**src/rtl/fpwm_pkg.sv**
```systemverilog
package fpwm_pkg;

    typedef enum logic [1:0] {
        CH_OFF   = 2'd0,
        CH_LEAD  = 2'd1,
        CH_TRAIL = 2'd2
    } ch_state_e;

    localparam logic [3:0] MODE_TOP8     = 4'd5;
    localparam logic [3:0] MODE_TOP9     = 4'd6;
    localparam logic [3:0] MODE_TOP10    = 4'd7;
    localparam logic [3:0] MODE_TOP_CAP  = 4'd14;
    localparam logic [3:0] MODE_TOP_CMPA = 4'd15;

endpackage

```
**src/rtl/fpwm_regs.sv**
```systemverilog
module fpwm_regs
    import fpwm_pkg::*;
#(
    parameter int CNT_W   = 16,
    parameter int NUM_CH  = 2,
    parameter int SEL_W   = 2,
    parameter int MIN_TOP = 3,
    parameter int TOP_8   = 255,
    parameter int TOP_9   = 511,
    parameter int TOP_10  = 1023
) (
    input  logic                           clk,
    input  logic                           rst_n,
    input  logic                           wr_en,
    input  logic [SEL_W-1:0]               wr_sel,
    input  logic [CNT_W-1:0]               wr_data,
    input  logic                           load,
    input  logic [3:0]                     mode,
    output logic [NUM_CH-1:0][CNT_W-1:0]   cmp_act,
    output logic [CNT_W-1:0]               top_val,
    output logic                           top_from_cmpa,
    output logic                           top_from_cap
);
    localparam int NREG    = NUM_CH + 1;
    localparam int CAP_IDX = NUM_CH;

    logic [CNT_W-1:0] buf_q [NREG];
    logic [CNT_W-1:0] act_q [NREG];

    function automatic logic [CNT_W-1:0] floor_top(input logic [CNT_W-1:0] v);
        return (v < CNT_W'(MIN_TOP)) ? CNT_W'(MIN_TOP) : v;
    endfunction

    always_ff @(posedge clk or negedge rst_n) begin
        if (!rst_n) begin
            for (int i = 0; i < NREG; i++) begin
                buf_q[i] <= '0;
                act_q[i] <= '0;
            end
        end else begin
            for (int i = 0; i < NREG; i++) begin
                if (wr_en && (wr_sel == SEL_W'(i)))
                    buf_q[i] <= wr_data;
                if (load)
                    act_q[i] <= buf_q[i];
            end
        end
    end

    always_comb begin
        for (int i = 0; i < NUM_CH; i++)
            cmp_act[i] = act_q[i];
    end

    always_comb begin
        top_from_cmpa = 1'b0;
        top_from_cap  = 1'b0;
        case (mode)
            MODE_TOP8:  top_val = CNT_W'(TOP_8);
            MODE_TOP9:  top_val = CNT_W'(TOP_9);
            MODE_TOP10: top_val = CNT_W'(TOP_10);
            MODE_TOP_CAP: begin
                top_val      = floor_top(act_q[CAP_IDX]);
                top_from_cap = 1'b1;
            end
            MODE_TOP_CMPA: begin
                top_val       = floor_top(act_q[0]);
                top_from_cmpa = 1'b1;
            end
            default:    top_val = '1;
        endcase
    end

endmodule

```
**src/rtl/fpwm_counter.sv**
```systemverilog
module fpwm_counter #(
    parameter int CNT_W = 16
) (
    input  logic             clk,
    input  logic             rst_n,
    input  logic             tick,
    input  logic [CNT_W-1:0] top_val,
    output logic [CNT_W-1:0] cnt,
    output logic             wrap
);
    assign wrap = tick && (cnt == top_val);

    always_ff @(posedge clk or negedge rst_n) begin
        if (!rst_n)
            cnt <= '0;
        else if (tick)
            cnt <= wrap ? '0 : cnt + CNT_W'(1);
    end

endmodule

```
**src/rtl/fpwm_channel.sv**
```systemverilog
module fpwm_channel
    import fpwm_pkg::*;
#(
    parameter int CNT_W = 16
) (
    input  logic             clk,
    input  logic             rst_n,
    input  logic             tick,
    input  logic             wrap,
    input  logic [1:0]       out_mode,
    input  logic [CNT_W-1:0] cnt,
    input  logic [CNT_W-1:0] cmp,
    output logic             pwm,
    output logic             match
);
    ch_state_e state_q, state_d;
    logic      enabled;
    logic      invert;

    assign enabled = out_mode[1];
    assign invert  = out_mode[0];
    assign match   = tick && (cnt == cmp);

    always_ff @(posedge clk or negedge rst_n) begin
        if (!rst_n)
            state_q <= CH_OFF;
        else
            state_q <= state_d;
    end

    always_comb begin
        state_d = state_q;
        unique case (state_q)
            CH_OFF: begin
                if (enabled)
                    state_d = CH_TRAIL;
            end
            CH_LEAD, CH_TRAIL: begin
                if (!enabled)
                    state_d = CH_OFF;
                else if (wrap)
                    state_d = CH_LEAD;
                else if (match)
                    state_d = CH_TRAIL;
            end
            default: state_d = CH_OFF;
        endcase
    end

    always_comb begin
        unique case (state_q)
            CH_LEAD:  pwm = ~invert;
            CH_TRAIL: pwm = invert;
            default:  pwm = 1'b0;
        endcase
    end

endmodule

```
**src/rtl/fpwm_flags.sv**
```systemverilog
module fpwm_flags #(
    parameter int NF = 4
) (
    input  logic          clk,
    input  logic          rst_n,
    input  logic [NF-1:0] set_ev,
    input  logic [NF-1:0] clr,
    output logic [NF-1:0] flags
);
    always_ff @(posedge clk or negedge rst_n) begin
        if (!rst_n)
            flags <= '0;
        else
            flags <= (flags & ~clr) | set_ev;
    end

endmodule

```
**src/rtl/fpwm_timer.sv**
```systemverilog
module fpwm_timer
    import fpwm_pkg::*;
#(
    parameter  int CNT_W   = 16,
    parameter  int NUM_CH  = 2,
    parameter  int MIN_TOP = 3,
    parameter  int TOP_8   = 255,
    parameter  int TOP_9   = 511,
    parameter  int TOP_10  = 1023,
    localparam int SEL_W   = $clog2(NUM_CH + 1),
    localparam int NFLAG   = NUM_CH + 2
) (
    input  logic                  clk,
    input  logic                  rst_n,
    input  logic                  tick,
    input  logic [3:0]            mode,
    input  logic [2*NUM_CH-1:0]   out_mode,
    input  logic                  wr_en,
    input  logic [SEL_W-1:0]      wr_sel,
    input  logic [CNT_W-1:0]      wr_data,
    input  logic [NFLAG-1:0]      flag_clr,
    output logic [CNT_W-1:0]      cnt,
    output logic [NUM_CH-1:0]     pwm_out,
    output logic [NFLAG-1:0]      flags
);
    logic [CNT_W-1:0]             top_val;
    logic                         wrap;
    logic                         top_from_cmpa;
    logic                         top_from_cap;
    logic [NUM_CH-1:0][CNT_W-1:0] cmp_act;
    logic [NUM_CH-1:0]            match_ev;
    logic [NFLAG-1:0]             flag_set;

    fpwm_regs #(
        .CNT_W   (CNT_W),
        .NUM_CH  (NUM_CH),
        .SEL_W   (SEL_W),
        .MIN_TOP (MIN_TOP),
        .TOP_8   (TOP_8),
        .TOP_9   (TOP_9),
        .TOP_10  (TOP_10)
    ) u_regs (
        .clk           (clk),
        .rst_n         (rst_n),
        .wr_en         (wr_en),
        .wr_sel        (wr_sel),
        .wr_data       (wr_data),
        .load          (wrap),
        .mode          (mode),
        .cmp_act       (cmp_act),
        .top_val       (top_val),
        .top_from_cmpa (top_from_cmpa),
        .top_from_cap  (top_from_cap)
    );

    fpwm_counter #(
        .CNT_W (CNT_W)
    ) u_counter (
        .clk     (clk),
        .rst_n   (rst_n),
        .tick    (tick),
        .top_val (top_val),
        .cnt     (cnt),
        .wrap    (wrap)
    );

    for (genvar i = 0; i < NUM_CH; i++) begin : g_ch
        fpwm_channel #(
            .CNT_W (CNT_W)
        ) u_channel (
            .clk      (clk),
            .rst_n    (rst_n),
            .tick     (tick),
            .wrap     (wrap),
            .out_mode (out_mode[2*i +: 2]),
            .cnt      (cnt),
            .cmp      (cmp_act[i]),
            .pwm      (pwm_out[i]),
            .match    (match_ev[i])
        );
    end

    always_comb begin
        flag_set[0] = wrap;
        for (int i = 0; i < NUM_CH; i++)
            flag_set[1+i] = match_ev[i];
        flag_set[1]       = match_ev[0] | (top_from_cmpa & wrap);
        flag_set[NFLAG-1] = top_from_cap & wrap;
    end

    fpwm_flags #(
        .NF (NFLAG)
    ) u_flags (
        .clk    (clk),
        .rst_n  (rst_n),
        .set_ev (flag_set),
        .clr    (flag_clr),
        .flags  (flags)
    );

endmodule

```
**config.mk**
```make
export PLATFORM = sky130hd
export DESIGN_NAME = fpwm_timer
export DESIGN_NICKNAME = d
export VERILOG_FILES = /design/src/rtl/fpwm_pkg.sv /design/src/rtl/fpwm_regs.sv /design/src/rtl/fpwm_counter.sv /design/src/rtl/fpwm_channel.sv /design/src/rtl/fpwm_flags.sv /design/src/rtl/fpwm_timer.sv
export SDC_FILE = /design/constraint.sdc
export NUM_CORES = 1
export LEC_CHECK = 0
export BUFFER_PORTS_ARGS = -buffer_cell sky130_fd_sc_hd__buf_4
export CAP_MARGIN = 40
export CORE_ASPECT_RATIO = 2
export CORE_UTILIZATION = 54
export CTS_CLUSTER_SIZE = 25
export DETAILED_ROUTE_END_ITERATION = 10
export GPL_ROUTABILITY_DRIVEN = 0
export HOLD_SLACK_MARGIN = 0.02
export PLACE_DENSITY = 0.72
export SYNTH_ARGS = -nofsm -noshare
export SYNTH_HDL_FRONTEND = slang
export SYNTH_HIERARCHICAL = 1
export SYNTH_SLANG_ARGS = --single-unit
```
**constraint.sdc**
```tcl
create_clock -name clk -period 3.32 [get_ports clk]
set_input_delay 0.498 -clock clk [delete_from_list [all_inputs] [get_ports clk]]
set_output_delay 0.498 -clock clk [all_outputs]
set_load 0.05 [all_outputs]
```
# ---- Word level (Yosys, flattened, before mapping)
# Cells that the tools add are included.
dict set report word_totals {
  reg_bits 120
  input_bits 34
  output_inout_bits 22
  word_cells 70
}
dict set report classes {
  n_addsub 1
  magnitude_cmp 2
  n_eq_ne 18
  n_mux 18
  n_bitwise 8
  n_reduce_logical 13
}
# cell n
set ops {}
lappend ops {{$pmux W16 S5} 1}
lappend ops {{$eq A16 B16 Y1} 3}
lappend ops {{$mux W16} 3}
lappend ops {{$lt A16 B2 Y1 const B} 2}
lappend ops {{$add A16 B1 Y16 const B} 1}
lappend ops {{$mux W2} 8}
lappend ops {{$eq A4 B3 Y1 const B} 3}
lappend ops {{$eq A4 B4 Y1 const B} 2}
lappend ops {{$ne A4 B3 Y1 const B} 2}
lappend ops {{$pmux W2 S2} 2}
lappend ops {{$eq A2 B1 Y1 const B} 3}
lappend ops {{$eq A2 B2 Y1 const B} 3}
lappend ops {{$logic_and A1 B1 Y1} 6}
lappend ops {{$logic_not A2 Y1} 3}
lappend ops {{$and A4 B4 Y4} 1}
lappend ops {{$ne A2 B2 Y1 const B} 2}
lappend ops {{$not A4 Y4} 1}
lappend ops {{$or A4 B4 Y4} 1}
lappend ops {{$pmux W1 S2} 2}
lappend ops {{$reduce_and A2 Y1} 2}
lappend ops {{$reduce_or A2 Y1} 2}
lappend ops {{$and A1 B1 Y1} 2}
lappend ops {{$mux W1} 2}
lappend ops {{$not A1 Y1} 2}
lappend ops {{$or A1 B1 Y1} 1}

# ---- Logic depth before layout (Yosys ltp)
dict set report depth {
  depth_word 8
  mapped_depth 14
  ltp_nobuf 12
}

# ---- Hierarchy
# The synthesis kept the hierarchy.
# mod n_inst cells_each area_per_inst_um2 seq_area_each_um2
set modules_own_cells {}
lappend modules_own_cells {fpwm_regs 1 316 4307.9 2402.3}
lappend modules_own_cells {fpwm_counter 1 111 1044.8 400.4}
lappend modules_own_cells {fpwm_channel 2 45 395.4 50.0}
lappend modules_own_cells {fpwm_flags 1 12 145.1 100.1}
lappend modules_own_cells {fpwm_timer 1 2 13.8 0.0}

# ---- Least setup slack after synthesis
# Ideal clock, no wire load.
dict set report synth_timing {
  kind {input to register}
  start {input port mode[0]}
  end {register u_regs.act_q, in the netlist u_regs/cmp_act[0]}
  setup_time_ns 0.125
  t_arrival_ns 3.207
  t_required_ns 3.195
  slack_ns -0.012
  stages 12
  n_path_buf 4
  cell_sequence {buf_2 clkbuf_1 nand4_1 nor2_1 a22oi_1 xnor2_1 nand4_1 nor3_1 and4_1 buf_2 buf_2 mux2_2}
}
dict set report synth_via {
  elab_chain_len 4
  elab_cells_between_ends 8
  classes_between {eq/ne: 6; mux: 1; reduce/logical: 1}
}
# item line_no
set synth_rtl {}
lappend synth_rtl {{start: declaration} fpwm_timer.sv:16} ;# input logic [3:0] mode,
lappend synth_rtl {{$eq A4 B4 Y1 or $eq A4 B3 Y1 (tied branches)} fpwm_regs.sv:58} ;# case (mode)
lappend synth_rtl {{$pmux W16 S5 (*)} fpwm_regs.sv:58}
lappend synth_rtl {{via top_val[1]} fpwm_timer.sv:26} ;# logic [CNT_W-1:0] top_val;
lappend synth_rtl {{$eq A16 B16 Y1 (*)} fpwm_counter.sv:11} ;# assign wrap = tick && (cnt == top_val);
lappend synth_rtl {{$logic_and A1 B1 Y1 (*)} fpwm_counter.sv:11}
lappend synth_rtl {{via flag_set[0]} fpwm_timer.sv:32} ;# logic [NFLAG-1:0] flag_set;
lappend synth_rtl {{end signal: indexed assignment} fpwm_regs.sv:45} ;# act_q[i] <= buf_q[i];
lappend synth_rtl {{end: declaration} fpwm_regs.sv:28} ;# logic [CNT_W-1:0] act_q [NREG];
# The timed path passes the listed nets; every way through them passes the cells marked *.
# A chain may end at the register's enable or synchronous reset.

# ---- Worst setup path in the final report
dict set report layout_timing {
  start {register u_regs/act_q[5] (netlist bit)}
  end {register g_ch[0].u_channel.state_q[1]}
}
dict set report layout_via {
  elab_chain_len 8
  elab_cells_between_ends 10
  classes_between {order compare: 1; eq/ne: 2; mux: 5; reduce/logical: 2}
}
# item line_no
set layout_rtl {}
lappend layout_rtl {{$lt A16 B2 Y1 (*)} fpwm_regs.sv:31} ;# return (v < CNT_W'(MIN_TOP)) ? CNT_W'(MIN_TOP) : v;
lappend layout_rtl {{$mux W16 (*)} fpwm_regs.sv:31}
lappend layout_rtl {{$pmux W16 S5 (*)} fpwm_regs.sv:58}
lappend layout_rtl {{via top_val[1]} fpwm_timer.sv:26}
lappend layout_rtl {{$eq A16 B16 Y1 (*)} fpwm_counter.sv:11}
lappend layout_rtl {{$logic_and A1 B1 Y1 (*)} fpwm_counter.sv:11}
lappend layout_rtl {{via flag_set[0]} fpwm_timer.sv:32}
lappend layout_rtl {{$mux W2} fpwm_channel.sv:41} ;# else if (wrap)
lappend layout_rtl {{$mux W2} fpwm_channel.sv:39} ;# if (!enabled)
lappend layout_rtl {{$pmux W2 S2} fpwm_channel.sv:33} ;# unique case (state_q)
lappend layout_rtl {{end signal: assignment} fpwm_channel.sv:28} ;# state_q <= state_d;
lappend layout_rtl {{end: declaration} fpwm_channel.sv:16} ;# ch_state_e state_q, state_d;
# Marks and branches as above.

==> results.sh <==
export IMPL_status="finished, final reports clean"
export IMPL_dr_first_iter_drc_count=120
export IMPL_hold_viol_final=0
export IMPL_reg2reg_to="g_ch[0].u_channel/state_q[1]"
export IMPL_wirelength_um=14050
export IMPL_reg2reg_slack_ns=0.38
export IMPL_drive_gt1_share_pct=35.26
export IMPL_fin_ws_ns=0.3834
export IMPL_numCtsBuffers=17
export IMPL_reg2regPathDepth=13
export IMPL_muxShareOfSynthArea_pct=19.10
export IMPL_dpl_hpwl_um=10200
export IMPL_cts_setup_buffers=0
export IMPL_dp_slack_ns=0.4356
export IMPL_drv_slew=0
export IMPL_ys_types=45
export IMPL_yosys_register_bits=120
export IMPL_finalSetupViolations=0
export IMPL_dieArea_um2=12130
export IMPL_p_per_area_nw_per_um2=635.6
export IMPL_fin_util_pct=63.47
export IMPL_fp_dieW_um=78.39
export IMPL_arrival_ns=3.21
export IMPL_final_nets=600
export IMPL_fmax_ghz=0.3405
export IMPL_crit_type="reg2reg"
export IMPL_ir_drop_mv=0.3744
export IMPL_rows=55
export IMPL_syn_inst=531
export IMPL_initial_core_util_pct=55.50
export IMPL_insertion_delay_ns=0.41
export IMPL_grt_pass1_vias=4453
export IMPL_synth_edff_count=0
export IMPL_synth_top_family_by_area="multiplexers"
export IMPL_cts_tree="built"
export IMPL_wire_per_inst_um=19.73
export IMPL_synthArstFlopShare_pct=100.0
export IMPL_first_pass_iters=4
export IMPL_hold_class="in2async"
export IMPL_portBuffers=55
export IMPL_instances_no_fill=712
export IMPL_start_kind="register"
export IMPL_fin_crit_sh_pct=88.45
export IMPL_grt_overflow=0
export IMPL_cap_violations=0
export IMPL_end_kind="register"
export IMPL_final_common_cell="dfrtp_1"
export IMPL_synth_compound_area_share_pct=6.174
export IMPL_synthAdderAreaFrac_pct=1.787
export IMPL_numClockSinks=120
export IMPL_slew_headroom_pct=45.37
export IMPL_cts_htree_levels=4
export IMPL_synth_xor_area_share_pct=8.199
export IMPL_synth_simple_area_share_pct=10.62
export IMPL_area_growth_pct=14.35
export IMPL_crit_required_ns=3.59
export IMPL_drc=0
export IMPL_synth_flop_cell="dfrtp_1"
export IMPL_final_cell_mix="dfrtp_1, mux2_2, buf_4, xnor2_1"
export IMPL_yosysWarnings=6
export IMPL_dp_cells=680
export IMPL_syn_avg_cell_area_um2=11.87
export IMPL_antenna_cells=0
export IMPL_reg2reg_from="u_regs/act_q[5]"
export IMPL_vias_per_cell=5.844
export IMPL_grt_max_degree=64
export IMPL_synthesis_area_um2=6302
export IMPL_cts_buffer_depth=2
export IMPL_grt_util_all_layers_pct=25.30
export IMPL_rsz0062_at_grt="no"
export IMPL_path_clk_slew_ns=0.06
export IMPL_syn_nets=574
export IMPL_vias=4161
export IMPL_clock_root_buffer="clkbuf_16"
export IMPL_crit_fanout=13
export IMPL_ant_nets=0
export IMPL_leakagePower_nw=3.328
export IMPL_antenna_found_initial=0
export IMPL_core_um2=11350
export IMPL_cts_resized_gates=0
export IMPL_dieHeight_um=154.8
export IMPL_boundaryPins=56
export IMPL_clock_skew_ns=0.01039
export IMPL_grt_pass1_wl_um=22910
export IMPL_tightest_slew_ns=0.8195
export IMPL_tns_ns=0
export IMPL_cts_hold_buf=0
export IMPL_total_power_mw=4.581
export IMPL_ys_seq_area_share_pct=47.65
export IMPL_period_needed_ns=2.937
==> sequential cells by signal, indices dropped and copies added, names as in the netlist <==
signal / flops
u_regs/act_q: 16
u_flags/flags: 4
u_regs/cmp_act: 32
u_counter/cnt: 16
g_ch.u_channel/state_q: 4
u_regs/buf_q: 48
==> cells in the mapped netlist, drive strengths merged (3+ instances only) <==
cell type	instances	area [um^2]
a21boi	6	45.04
a211oi	3	22.52
mux2i	10	100.1
nand2	15	56.30
nor3b	3	33.78
a22oi	7	57.55
clkbuf	7	37.53
or3	4	30.03
nand3	9	45.04
nor3	5	25.02
xor2	16	140.1
o21ai	14	70.07
mux2	98	1104
ha	9	112.6
xnor2	43	376.6
a21oi	15	75.07
a21o	5	37.54
nand2b	8	50.05
nor2b	4	25.02
buf	46	321.6
nand4	14	93.84
dfrtp	120	3003
nor2	17	63.81
nor4	15	123.9
and4	3	26.28
inv	13	48.80
o21a	7	52.55
==> how the worst max path moves through the flow <==
stage,from,to,slack [ns]
floorplan,mode[0],u_regs/cmp_act[0],0.17
CTS,u_regs/act_q[5],g_ch[0].u_channel/state_q[1],0.36
detailed placement,u_regs/act_q[5],g_ch[0].u_channel/state_q[1],0.44
finish,u_regs/act_q[5],g_ch[0].u_channel/state_q[1],0.38
global route,u_regs/cmp_act[5],g_ch[0].u_channel/state_q[1],0.08
global placement,u_regs/cmp_act[5],g_ch[0].u_channel/state_q[1],0.51
==> metrics by stage <==
stage          instance area (um^2)  hold WS [ns]
2_1_floorplan                  6307        0.2024
5_1_grt                        7207        0.2494
3_3_place_gp                   6595        0.4605
3_5_place_dp                   6610        0.4695
4_1_cts                        7207        0.2084
6_report                       7207        0.1823
==> power by group <==
part           switching [mW]  internal, mW
clock network           0.679          1.15
logic                   0.513         0.392
registers               0.222          1.63
==> layout make-up <==
cell class              instances  area (um^2)
clock buffers                  19        452.9
clock inverters                13        143.9
fillers                       927         4148
inverters                      13        48.80
multi-input cells             345         2898
flip-flops and latches        120         3003
well taps                     142        177.7
repair buffers                 60        483.0
==> worst max-delay path: stages (launching register included) <==
cell	delay (ns)
dfrtp_1	0.40
nor4_1	0.47
nand4_1	0.20
a22oi_1	0.23
xnor2_1	0.15
nand4_1	0.13
nor3_2	0.20
and4_2	0.28
buf_4	0.22
nor2b_1	0.11
nand2_1	0.08
o21ai_0	0.07
a22oi_1	0.15
mux2i_1	0.10
==> metal layers <==
| metal | up-vias | wire length (um) | track usage (%) |
|---|---|---|---|
| met4 | 0 | 595 | 13.32 |
| met5 | - | 0 | 0 |
| met2 | 98 | 7777 | 45.53 |
| li1 | 1899 | - | - |
| met3 | 38 | 434 | 5.251 |
| met1 | 2126 | 5240 | 27.24 |
==> logic make-up after synthesis <==
kind of cell / Yosys count
buffers and inverters: 66
multiplexers: 108
AND/OR/NAND/NOR: 108
adder cells (fa/ha/maj): 9
XOR/XNOR: 59
AO/OA/AOI/OAI: 61
flip-flops: 120
Power figures use the tool's default switching activity.
